`src/rtl/fmm_pkg.sv`:
```
package fmm_pkg;

    typedef enum logic {
        ST_IDLE = 1'b0,
        ST_SHOW = 1'b1
    } fmm_state_e;

    // relation flags produced by the comparator stage
    typedef struct packed {
        logic mag_le;    // |a| <= |b|
        logic mag_ge;    // |a| >= |b|
        logic sgn_le;    // a <= b, -0 below +0
        logic sgn_ge;    // a >= b, -0 below +0
    } fmm_rel_t;

endpackage

```
`src/rtl/fmm_classify.sv`:
```
module fmm_classify #(
    parameter int EXP_S = 8,
    parameter int MAN_S = 23,
    parameter int EXP_D = 11,
    parameter int MAN_D = 52
) (
    input  logic [EXP_D+MAN_D:0]   op,
    input  logic                   fmt_dbl,
    output logic                   sign,
    output logic [EXP_D+MAN_D-1:0] mag,
    output logic                   is_nan,
    output logic                   is_snan,
    output logic [EXP_D+MAN_D:0]   canon
);
    localparam int W_S   = 1 + EXP_S + MAN_S;
    localparam int W_D   = 1 + EXP_D + MAN_D;
    localparam int PAD_W = W_D - W_S;

    logic exp_full;
    logic frac_nz;
    logic frac_top;

    always_comb begin
        if (fmt_dbl) begin
            sign     = op[W_D-1];
            mag      = op[W_D-2:0];
            exp_full = &op[MAN_D +: EXP_D];
            frac_nz  = |op[MAN_D-1:0];
            frac_top = op[MAN_D-1];
            canon    = op;
        end else begin
            sign     = op[W_S-1];
            mag      = {{PAD_W{1'b0}}, op[W_S-2:0]};
            exp_full = &op[MAN_S +: EXP_S];
            frac_nz  = |op[MAN_S-1:0];
            frac_top = op[MAN_S-1];
            canon    = {{PAD_W{1'b0}}, op[W_S-1:0]};
        end
        is_nan  = exp_full && frac_nz;
        is_snan = is_nan && frac_top;
    end

endmodule

```
`src/rtl/fmm_order.sv`:
```
module fmm_order
    import fmm_pkg::*;
#(
    parameter int MAG_W = 63
) (
    input  logic             sign_a,
    input  logic [MAG_W-1:0] mag_a,
    input  logic             sign_b,
    input  logic [MAG_W-1:0] mag_b,
    output fmm_rel_t         rel
);
    logic mag_lt;
    logic mag_eq;
    logic a_below;
    logic a_same;

    always_comb begin
        mag_lt = mag_a < mag_b;
        mag_eq = mag_a == mag_b;
        if (sign_a != sign_b) begin
            a_below = sign_a;
            a_same  = 1'b0;
        end else if (!sign_a) begin
            a_below = mag_lt;
            a_same  = mag_eq;
        end else begin
            a_below = !mag_lt && !mag_eq;
            a_same  = mag_eq;
        end
        rel.mag_le = mag_lt || mag_eq;
        rel.mag_ge = !mag_lt;
        rel.sgn_le = a_below || a_same;
        rel.sgn_ge = !a_below;
    end

endmodule

```
`src/rtl/fmm_pick.sv`:
```
module fmm_pick
    import fmm_pkg::*;
#(
    parameter int W = 64
) (
    input  logic         mode_mag,
    input  logic         op_max,
    input  logic         nan_a,
    input  logic         nan_b,
    input  fmm_rel_t     rel,
    input  logic [W-1:0] canon_a,
    input  logic [W-1:0] canon_b,
    input  logic [W-1:0] dflt_nan,
    output logic [W-1:0] pick
);
    logic keep_a;

    always_comb begin
        unique case ({mode_mag, op_max})
            2'b00:   keep_a = rel.sgn_le;
            2'b01:   keep_a = rel.sgn_ge;
            2'b10:   keep_a = rel.mag_le;
            default: keep_a = rel.mag_ge;
        endcase
        if (nan_a && nan_b)
            pick = dflt_nan;
        else if (nan_a)
            pick = canon_b;
        else if (nan_b)
            pick = canon_a;
        else
            pick = keep_a ? canon_a : canon_b;
    end

endmodule

```
`src/rtl/fmm_minmax_sel.sv`:
```
module fmm_minmax_sel
    import fmm_pkg::*;
#(
    parameter int EXP_S = 8,
    parameter int MAN_S = 23,
    parameter int EXP_D = 11,
    parameter int MAN_D = 52
) (
    input  logic                   clk,
    input  logic                   rst_n,
    input  logic                   valid_in,
    input  logic                   fmt_dbl,
    input  logic                   op_max,
    input  logic                   mode_mag,
    input  logic [EXP_D+MAN_D:0]   opa,
    input  logic [EXP_D+MAN_D:0]   opb,
    output logic                   valid_out,
    output logic [EXP_D+MAN_D:0]   result,
    output logic                   invalid
);
    localparam int W_S   = 1 + EXP_S + MAN_S;
    localparam int W_D   = 1 + EXP_D + MAN_D;
    localparam int MAG_W = W_D - 1;
    localparam logic [W_D-1:0] QNAN_S =
        {{(W_D-W_S){1'b0}}, 1'b0, {EXP_S{1'b1}}, 1'b0, {(MAN_S-1){1'b1}}};
    localparam logic [W_D-1:0] QNAN_D =
        {1'b0, {EXP_D{1'b1}}, 1'b0, {(MAN_D-1){1'b1}}};

    logic [W_D-1:0]   ops     [2];
    logic             sgn     [2];
    logic [MAG_W-1:0] mag     [2];
    logic             nan     [2];
    logic             snan    [2];
    logic [W_D-1:0]   canon   [2];

    assign ops[0] = opa;
    assign ops[1] = opb;

    for (genvar gi = 0; gi < 2; gi++) begin : g_cls
        fmm_classify #(
            .EXP_S (EXP_S),
            .MAN_S (MAN_S),
            .EXP_D (EXP_D),
            .MAN_D (MAN_D)
        ) i_cls (
            .op      (ops[gi]),
            .fmt_dbl (fmt_dbl),
            .sign    (sgn[gi]),
            .mag     (mag[gi]),
            .is_nan  (nan[gi]),
            .is_snan (snan[gi]),
            .canon   (canon[gi])
        );
    end

    fmm_rel_t       rel;
    logic [W_D-1:0] pick;
    logic [W_D-1:0] dflt_nan;

    assign dflt_nan = fmt_dbl ? QNAN_D : QNAN_S;

    fmm_order #(.MAG_W(MAG_W)) i_order (
        .sign_a (sgn[0]),
        .mag_a  (mag[0]),
        .sign_b (sgn[1]),
        .mag_b  (mag[1]),
        .rel    (rel)
    );

    fmm_pick #(.W(W_D)) i_pick (
        .mode_mag (mode_mag),
        .op_max   (op_max),
        .nan_a    (nan[0]),
        .nan_b    (nan[1]),
        .rel      (rel),
        .canon_a  (canon[0]),
        .canon_b  (canon[1]),
        .dflt_nan (dflt_nan),
        .pick     (pick)
    );

    // output stage: state register
    fmm_state_e state_q;
    fmm_state_e state_d;

    always_comb begin
        unique case (state_q)
            ST_IDLE: state_d = valid_in ? ST_SHOW : ST_IDLE;
            ST_SHOW: state_d = valid_in ? ST_SHOW : ST_IDLE;
            default: state_d = ST_IDLE;
        endcase
    end

    always_ff @(posedge clk or negedge rst_n) begin
        if (!rst_n) state_q <= ST_IDLE;
        else        state_q <= state_d;
    end

    // output stage: data registers
    logic fmt_q;

    always_ff @(posedge clk or negedge rst_n) begin
        if (!rst_n) begin
            result  <= '0;
            invalid <= 1'b0;
            fmt_q   <= 1'b0;
        end else if (valid_in) begin
            result  <= pick;
            invalid <= snan[0] || snan[1];
            fmt_q   <= fmt_dbl;
        end
    end

    assign valid_out = (state_q == ST_SHOW);

    // one-cycle strobe
    a_r1_valid_rise: assert property (@(posedge clk) disable iff (!rst_n)
        valid_in |=> valid_out);
    a_r1_valid_drop: assert property (@(posedge clk) disable iff (!rst_n)
        !valid_in |=> !valid_out);
    // equal magnitudes favour the first operand
    a_r4_tie_first: assert property (@(posedge clk) disable iff (!rst_n)
        (valid_in && mode_mag && !nan[0] && !nan[1] && mag[0] == mag[1])
        |=> result == $past(canon[0]));
    // a lone NaN yields the other operand
    a_r8_lone_nan: assert property (@(posedge clk) disable iff (!rst_n)
        (valid_in && nan[0] && !nan[1]) |=> result == $past(canon[1]));
    // two NaNs yield the default quiet NaN
    a_r9_both_nan: assert property (@(posedge clk) disable iff (!rst_n)
        (valid_in && nan[0] && nan[1])
        |=> result == ($past(fmt_dbl) ? QNAN_D : QNAN_S));
    // flag tracks signalling inputs
    a_r10_invalid: assert property (@(posedge clk) disable iff (!rst_n)
        valid_in |=> invalid == $past(snan[0] || snan[1]));
    // single results leave the upper half clear
    a_r7_upper_zero: assert property (@(posedge clk) disable iff (!rst_n)
        (valid_out && !fmt_q) |-> result[W_D-1:W_S] == '0);

endmodule

```
`config.mk`:
```
export PLATFORM = sky130hd
export DESIGN_NAME = fmm_minmax_sel
export DESIGN_NICKNAME = d
export VERILOG_FILES = /design/src/rtl/fmm_pkg.sv /design/src/rtl/fmm_classify.sv /design/src/rtl/fmm_order.sv /design/src/rtl/fmm_pick.sv /design/src/rtl/fmm_minmax_sel.sv
export SDC_FILE = /design/constraint.sdc
export NUM_CORES = 1
export LEC_CHECK = 0
export CORE_UTILIZATION = 30
export DETAILED_ROUTE_END_ITERATION = 6
export GPL_ROUTABILITY_DRIVEN = 0
export PLACE_DENSITY = 0.67
export SYNTH_ARGS = -nofsm -noshare
export SYNTH_HDL_FRONTEND = slang
export SYNTH_SLANG_ARGS = --single-unit
```
`constraint.sdc`:
```
create_clock -name clk -period 0.8 [get_ports clk]
set_clock_uncertainty 0.2 [all_clocks]
set_input_delay 0.16 -clock clk [delete_from_list [all_inputs] [get_ports clk]]
set_output_delay 0.16 -clock clk [all_outputs]
set_load 0.03 [all_outputs]
```
Word-level counts from Yosys, hierarchy flattened

Cells that the tools add are included.

Order comparisons: 1
Eq/ne operators: 4
Mux-type cells: 22
Reductions and logical operators: 21

Operator list:

| operator                                             | number |
|---|---|
| 2-to-1 mux 64 bit                                    | 6 |
| 2-to-1 mux 63 bit                                    | 3 |
| OR reduction 52 bit                                  | 2 |
| equality test 63 bit                                 | 1 |
| < comparator 63 bit                                  | 1 |
| OR reduction 23 bit                                  | 2 |
| AND reduction 11 bit                                 | 2 |
| AND reduction 8 bit                                  | 2 |
| 2-to-1 mux 1 bit                                     | 12 |
| logical AND 1 bit                                    | 6 |
| zero test 1 bit                                      | 3 |
| logical OR 1 bit                                     | 3 |
| case mux 1 bit (3 select lines)                      | 1 |
| equality test 2 x 1 -> 1 bit (second input constant) | 1 |
| equality test 2 bit (second input constant)          | 1 |
| zero test 2 bit                                      | 1 |
| inequality test 1 bit                                | 1 |

Bits in registers: 66
Input bits: 134
Output and inout port bits: 66
Word-level logic and storage cells: 51

Depth between registers and ports, before layout

Depth after elaboration: 12
Mapped depth: 18
Depth with buffers taken out: 10

By module

Synthesis repeated with hierarchy kept, for this count alone.

Cells, all modules: 938
Area, all modules: 8,491.9 µm²

By module, submodules not included:

| module         | times used | cells an instance | area an instance (µm²) | sequential area each (µm²) |
|---|---|---|---|---|
| fmm_minmax_sel | 1          | 142               | 2,601.2                | 1,651.6 |
| fmm_classify   | 2          | 165               | 1,141.1                | 0.0 |
| fmm_pick       | 1          | 230               | 1,918.1                | 0.0 |
| fmm_order      | 1          | 236               | 1,690.4                | 0.0 |

Worst setup path after synthesis

No wires, ideal clock.

Path type: input-to-reg
From: input port fmt_dbl
To: register result[61]
Setup time: 0.082 ns
Arrival: 3.934 ns
Data required time: 0.518 ns
Setup slack: -3.416 ns
Stages: 17
Buffers on the path: 7
Path through: buf_2 -> clkbuf_1 -> clkbuf_1 -> clkbuf_1 -> clkbuf_1 -> nand2_1 -> ha_1 -> nand4_1 -> or4_4 -> nor3b_2 -> and3b_1 -> a22oi_1 -> and3_1 -> buf_6 -> buf_6 -> or4_1 -> a31oi_1

Longest elaborated chain between the ends: 12
Elaborated cells on any way between the ends: 31
Classes of those cells: order compare (1); eq/ne (2); mux (19); reduce/logical (9)

Ends and longest elaborated chain:

| element                                                     | RTL line                         | source |
|---|---|---|
| from (decl)                                                 | fmm_minmax_sel.sv:12             | `input logic fmt_dbl,` |
| 2-to-1 mux 63 bit                                           | fmm_classify.sv:24               | `if (fmt_dbl) begin` |
| < comparator 63 bit or equality test 63 bit (tied branches) | fmm_order.sv:18, fmm_order.sv:19 |  |
| zero test 1 bit, on equally long branches                   | fmm_order.sv:27, fmm_order.sv:31 |  |
| logical AND 1 bit                                           | fmm_order.sv:27                  | `a_below = !mag_lt && !mag_eq;` |
| 2-to-1 mux 1 bit                                            | fmm_order.sv:23                  | `end else if (!sign_a) begin` |
| 2-to-1 mux 1 bit                                            | fmm_order.sv:20                  | `if (sign_a != sign_b) begin` |
| zero test 1 bit or logical OR 1 bit (tied branches)         | fmm_order.sv:33, fmm_order.sv:32 |  |
| case mux 1 bit (3 select lines)                             | fmm_pick.sv:19                   | `unique case ({mode_mag, op_max})` |
| 2-to-1 mux 64 bit                                           | fmm_pick.sv:32                   | `pick = keep_a ? canon_a : canon_b;` |
| 2-to-1 mux 64 bit                                           | fmm_pick.sv:29                   | `else if (nan_b)` |
| 2-to-1 mux 64 bit                                           | fmm_pick.sv:27                   | `else if (nan_a)` |
| 2-to-1 mux 64 bit (*)                                       | fmm_pick.sv:25                   | `if (nan_a && nan_b)` |
| to (signal assigned)                                        | fmm_minmax_sel.sv:108            | `result <= pick;` |
| to (decl)                                                   | fmm_minmax_sel.sv:18             | `output logic [EXP_D+MAN_D:0] result,` |

Mark *: on every way between the ends. The rest lies on a longest branch, timed or not.
A chain may end at the register's enable or synchronous reset.

Final worst setup path

From: input port opa[47]
To: register result[44]

Longest elaborated chain between the ends: 12
Elaborated cells on any way between the ends: 21
Classes of those cells: order compare (1); eq/ne (1); mux (10); reduce/logical (9)

Ends and longest elaborated chain:

| element                                                     | RTL line                         | source |
|---|---|---|
| from (decl)                                                 | fmm_minmax_sel.sv:15             | `input logic [EXP_D+MAN_D:0] opa,` |
| 2-to-1 mux 63 bit                                           | fmm_classify.sv:24               |  |
| < comparator 63 bit or equality test 63 bit (tied branches) | fmm_order.sv:18, fmm_order.sv:19 |  |
| zero test 1 bit, on equally long branches                   | fmm_order.sv:27, fmm_order.sv:31 |  |
| logical AND 1 bit                                           | fmm_order.sv:27                  |  |
| 2-to-1 mux 1 bit                                            | fmm_order.sv:23                  |  |
| 2-to-1 mux 1 bit                                            | fmm_order.sv:20                  |  |
| zero test 1 bit or logical OR 1 bit (tied branches)         | fmm_order.sv:33, fmm_order.sv:32 |  |
| case mux 1 bit (3 select lines)                             | fmm_pick.sv:19                   |  |
| 2-to-1 mux 64 bit                                           | fmm_pick.sv:32                   |  |
| 2-to-1 mux 64 bit                                           | fmm_pick.sv:29                   |  |
| 2-to-1 mux 64 bit                                           | fmm_pick.sv:27                   |  |
| 2-to-1 mux 64 bit (*)                                       | fmm_pick.sv:25                   |  |

Marks and branches as above.

==> results.tsv <==
metric	value	unit
fin_area	12480	µm²
synth.distinct_cells	44	
hold_path_class	input port to asynchronous set/reset pin	
critPathBufInv	5	
critical_path.top_delay_family	simple AND/OR/NAND/NOR gates	
cts_sinks	66	
cts_tree	done	
relSlewSlack	0.6849	
ys_ff_latch	66	
synthTopCellsByCount	nand4_1 (81), dfrtp_1 (66), a31oi_1 (64)	
syn_avg_cell_area	7.912	µm²
power.total	17.78	mW
arrival	3.35	ns
setup_viol	131	
ys.flop_type	dfrtp_1	
drc_errors	0	
fin_cells	1416	
detail-route-antenna-nets	0	
cap_violations	0	
grt_max_degree	37	
multi_input_area	5062	µm²
critPathMaxFanout	6	
cts_root_buffer	clkbuf_16	
grt_pass1_vias	8341	
htree_levels	3	
yosysTopAreaCell	dfrtp_1	
row_count	50	
start_util	0.3095	
cts_buffer_depth	2	
cts_made_buffers	9	
cp-end-kind	register	
drive_above_1_share	0.5048	
drv_slew	0	
via_per_inst	5.988	
ios	200	
synth_area	5847	µm²
critical_path_class	input port to register	
p_comb_frac	0.515	
period_share	4.125	
syn_inst	739	
p_sw	6.713	mW
tightest_slew	0.4686	ns
swShare	0.3775	
crit_chain	dlygate4sd2_1 -> and2_4 -> ha_1 -> nand4_1 -> or4_4 -> nor3b_2 -> and3b_1 -> a22oi_2 -> buf_6 -> a211oi_4 -> buf_12 -> buf_12 -> clkbuf_16 -> o31ai_4 -> a31oi_1	
ir_worst_vdd	0.001112	V
core	18890	µm²
max_stage_delay	0.60	ns
vias	8479	
synth.area.top_cells	dfrtp_1 (28%), ha_1 (13%), nand4_1 (8.7%), o31ai_1 (8.1%), a31oi_1 (6.8%)	
path_common_cell	buf_12	
drt_wl_total	31.34	mm
finalCriticalPeriod	3.300	ns
dpl_cell_area	9972	µm²
seqPwrFrac	0.247	
synth.top_cell.area_share	0.2825	
wl_per_cell	22.13	µm
grt_overflow	0	
grt_usage	0.2886	
leakage	5.462	nW
drtIter0Drc	906	
outcome	finished, violations left	
regArea	1733	µm²
grt_pass1_wl	44.79	mm
critPathSlowestCell	or4_4	
yosysSeqAreaShare	0.2825	
n_fill_cell	1370	
dp.cells	1337	
die_h	141.6	µm
max_freq	303.0	MHz
cts_hold_buf	1	
io_buffers	199	
area_delta_synth_final	113.4	%
layout_setup_ws	-2.500	ns
antenna_found_initial	1	
firstDrtPassIters	5	
insertion_delay	0.35	ns
ys_warn_count	0	
dp_hpwl	19.25	mm
synth_nets	936	
synthMostInstantiatedCell	nand4_1	
final_nets	1347	
async_flop_share	1.000	
rsz0062_at_grt	true	
powerDensity	1425	nW/µm²
fin_setup_tns	-185.06	ns
synth-edff-count	0	
dieWidth	141.6	µm
p_int	11.07	mW
holdWs	-0.5660	ns
clkPwrFrac	0.239	
violations	negative hold slack, negative setup slack	
clkTransAtPathRegs	0.06	ns
start_kind	input port	
dieArea	20050	µm²
hold_viol	67	
worstPathRequired	0.85	ns
[timing repair]
item	in CTS	in global routing
endpoints found under the hold margin	66	67
gates resized for setup	305	79
buffers inserted	37	15
cloned	14	5
pin swaps	109	139
setup endpoints to repair	131	194
[state kept, by name (all words and copies together) (netlist names)]
register	flops
valid_out	1
invalid	1
result	64
[kinds of logic after synthesis]
| logic type | share of synthesized area |
|---|---|
| fa+ha+maj | 0.1348 |
| flops | 0.2825 |
| compound gates | 0.2446 |
| mux | 0.003424 |
| buf+inv | 0.06783 |
| simple gates | 0.2669 |
[worst reg2reg max path, stage by stage, from the launching register on]
cell and delay [ns]:
dfrtp_2 0.42, buf_4 0.14, a21oi_1 0.13, a31oi_1 0.07
[layer usage]
layer	wire length (µm)	vias to the layer above	global-route usage
met2	14770	620	0.4830
met5	0	-	0
met4	1553	0	0.1387
met3	3112	138	0.05332
li1	-	3691	-
met1	11900	4030	0.3573
[power by group through the flow]
stage                     Combinational (mW)  Sequential, mW  Clock, mW
after floorplan                         2.28            5.17          0
after global placement                  6.79            4.36          0
after detailed placement                6.85            4.37          0
after CTS                               8.48            4.38       4.21
after global routing                    9.59            4.42       4.38
final                                   9.15            4.39       4.24
[worst paths after layout]
| check | from | to | slack (ns) | cells after the start |
|---|---|---|---|---|
| worst max register to register | result[58] | result[58] | -0.30 | 3 |
| worst max-delay path | opa[47] | result[44] | -2.50 | 15 |
| max in group asynchronous | rst_n | result[4] | 0.48 | 2 |
| worst min-delay path | rst_n | result[16] | -0.57 | 1 |
| worst min register to register | result[10] | result[10] | 0.37 | 2 |
| min in group clk | opa[43] | result[43] | -0.04 | 3 |
[per-stage QoR]
| stage | utilization | setup slack (ns) |
|---|---|---|
| after detailed placement | 0.5278 | -2.930 |
| after floorplan | - | -2.800 |
| final | 0.6604 | -2.500 |
| after global placement | 0.5278 | -2.869 |
| after global routing | 0.6603 | -2.624 |
| after CTS | 0.6381 | -2.258 |
[area by class of cell]
class,count,area share
multi-input combinational,574,0.4057
timing repair buffer,462,0.3935
clock buffer,10,0.01915
inverter,37,0.01113
clock inverter,6,0.005315
sequential,66,0.1389
antenna,1,0.0002006
tap,260,0.02607
[cell usage in the layout, fill, tap and decap left out, types with 5 or more instances in the layout]
cell               n
nor2_1            48
clkbuf_16         13
a31oi_1           62
o21ai_2            5
nor4_2            11
inv_1             35
nand3_1            8
o31ai_2           13
nand2_2           15
o31ai_4           10
o31ai_1           40
buf_4            195
a21oi_1           46
a211oi_2           6
dlymetal6s2s_1    14
and2_1            11
ha_4              34
a21oi_2            5
dlygate4sd2_1     73
buf_16             8
and2_4            21
buf_6             67
nand4_1           81
or4_4              6
ha_1              29
clkdlybuf4s50_1   39
o21ai_0            5
buf_12            56
nand2_4            5
nand2_1           32
nor4_4            10
dfrtp_2           65
nor4_1             6
(Power assumes the default switching activity.)
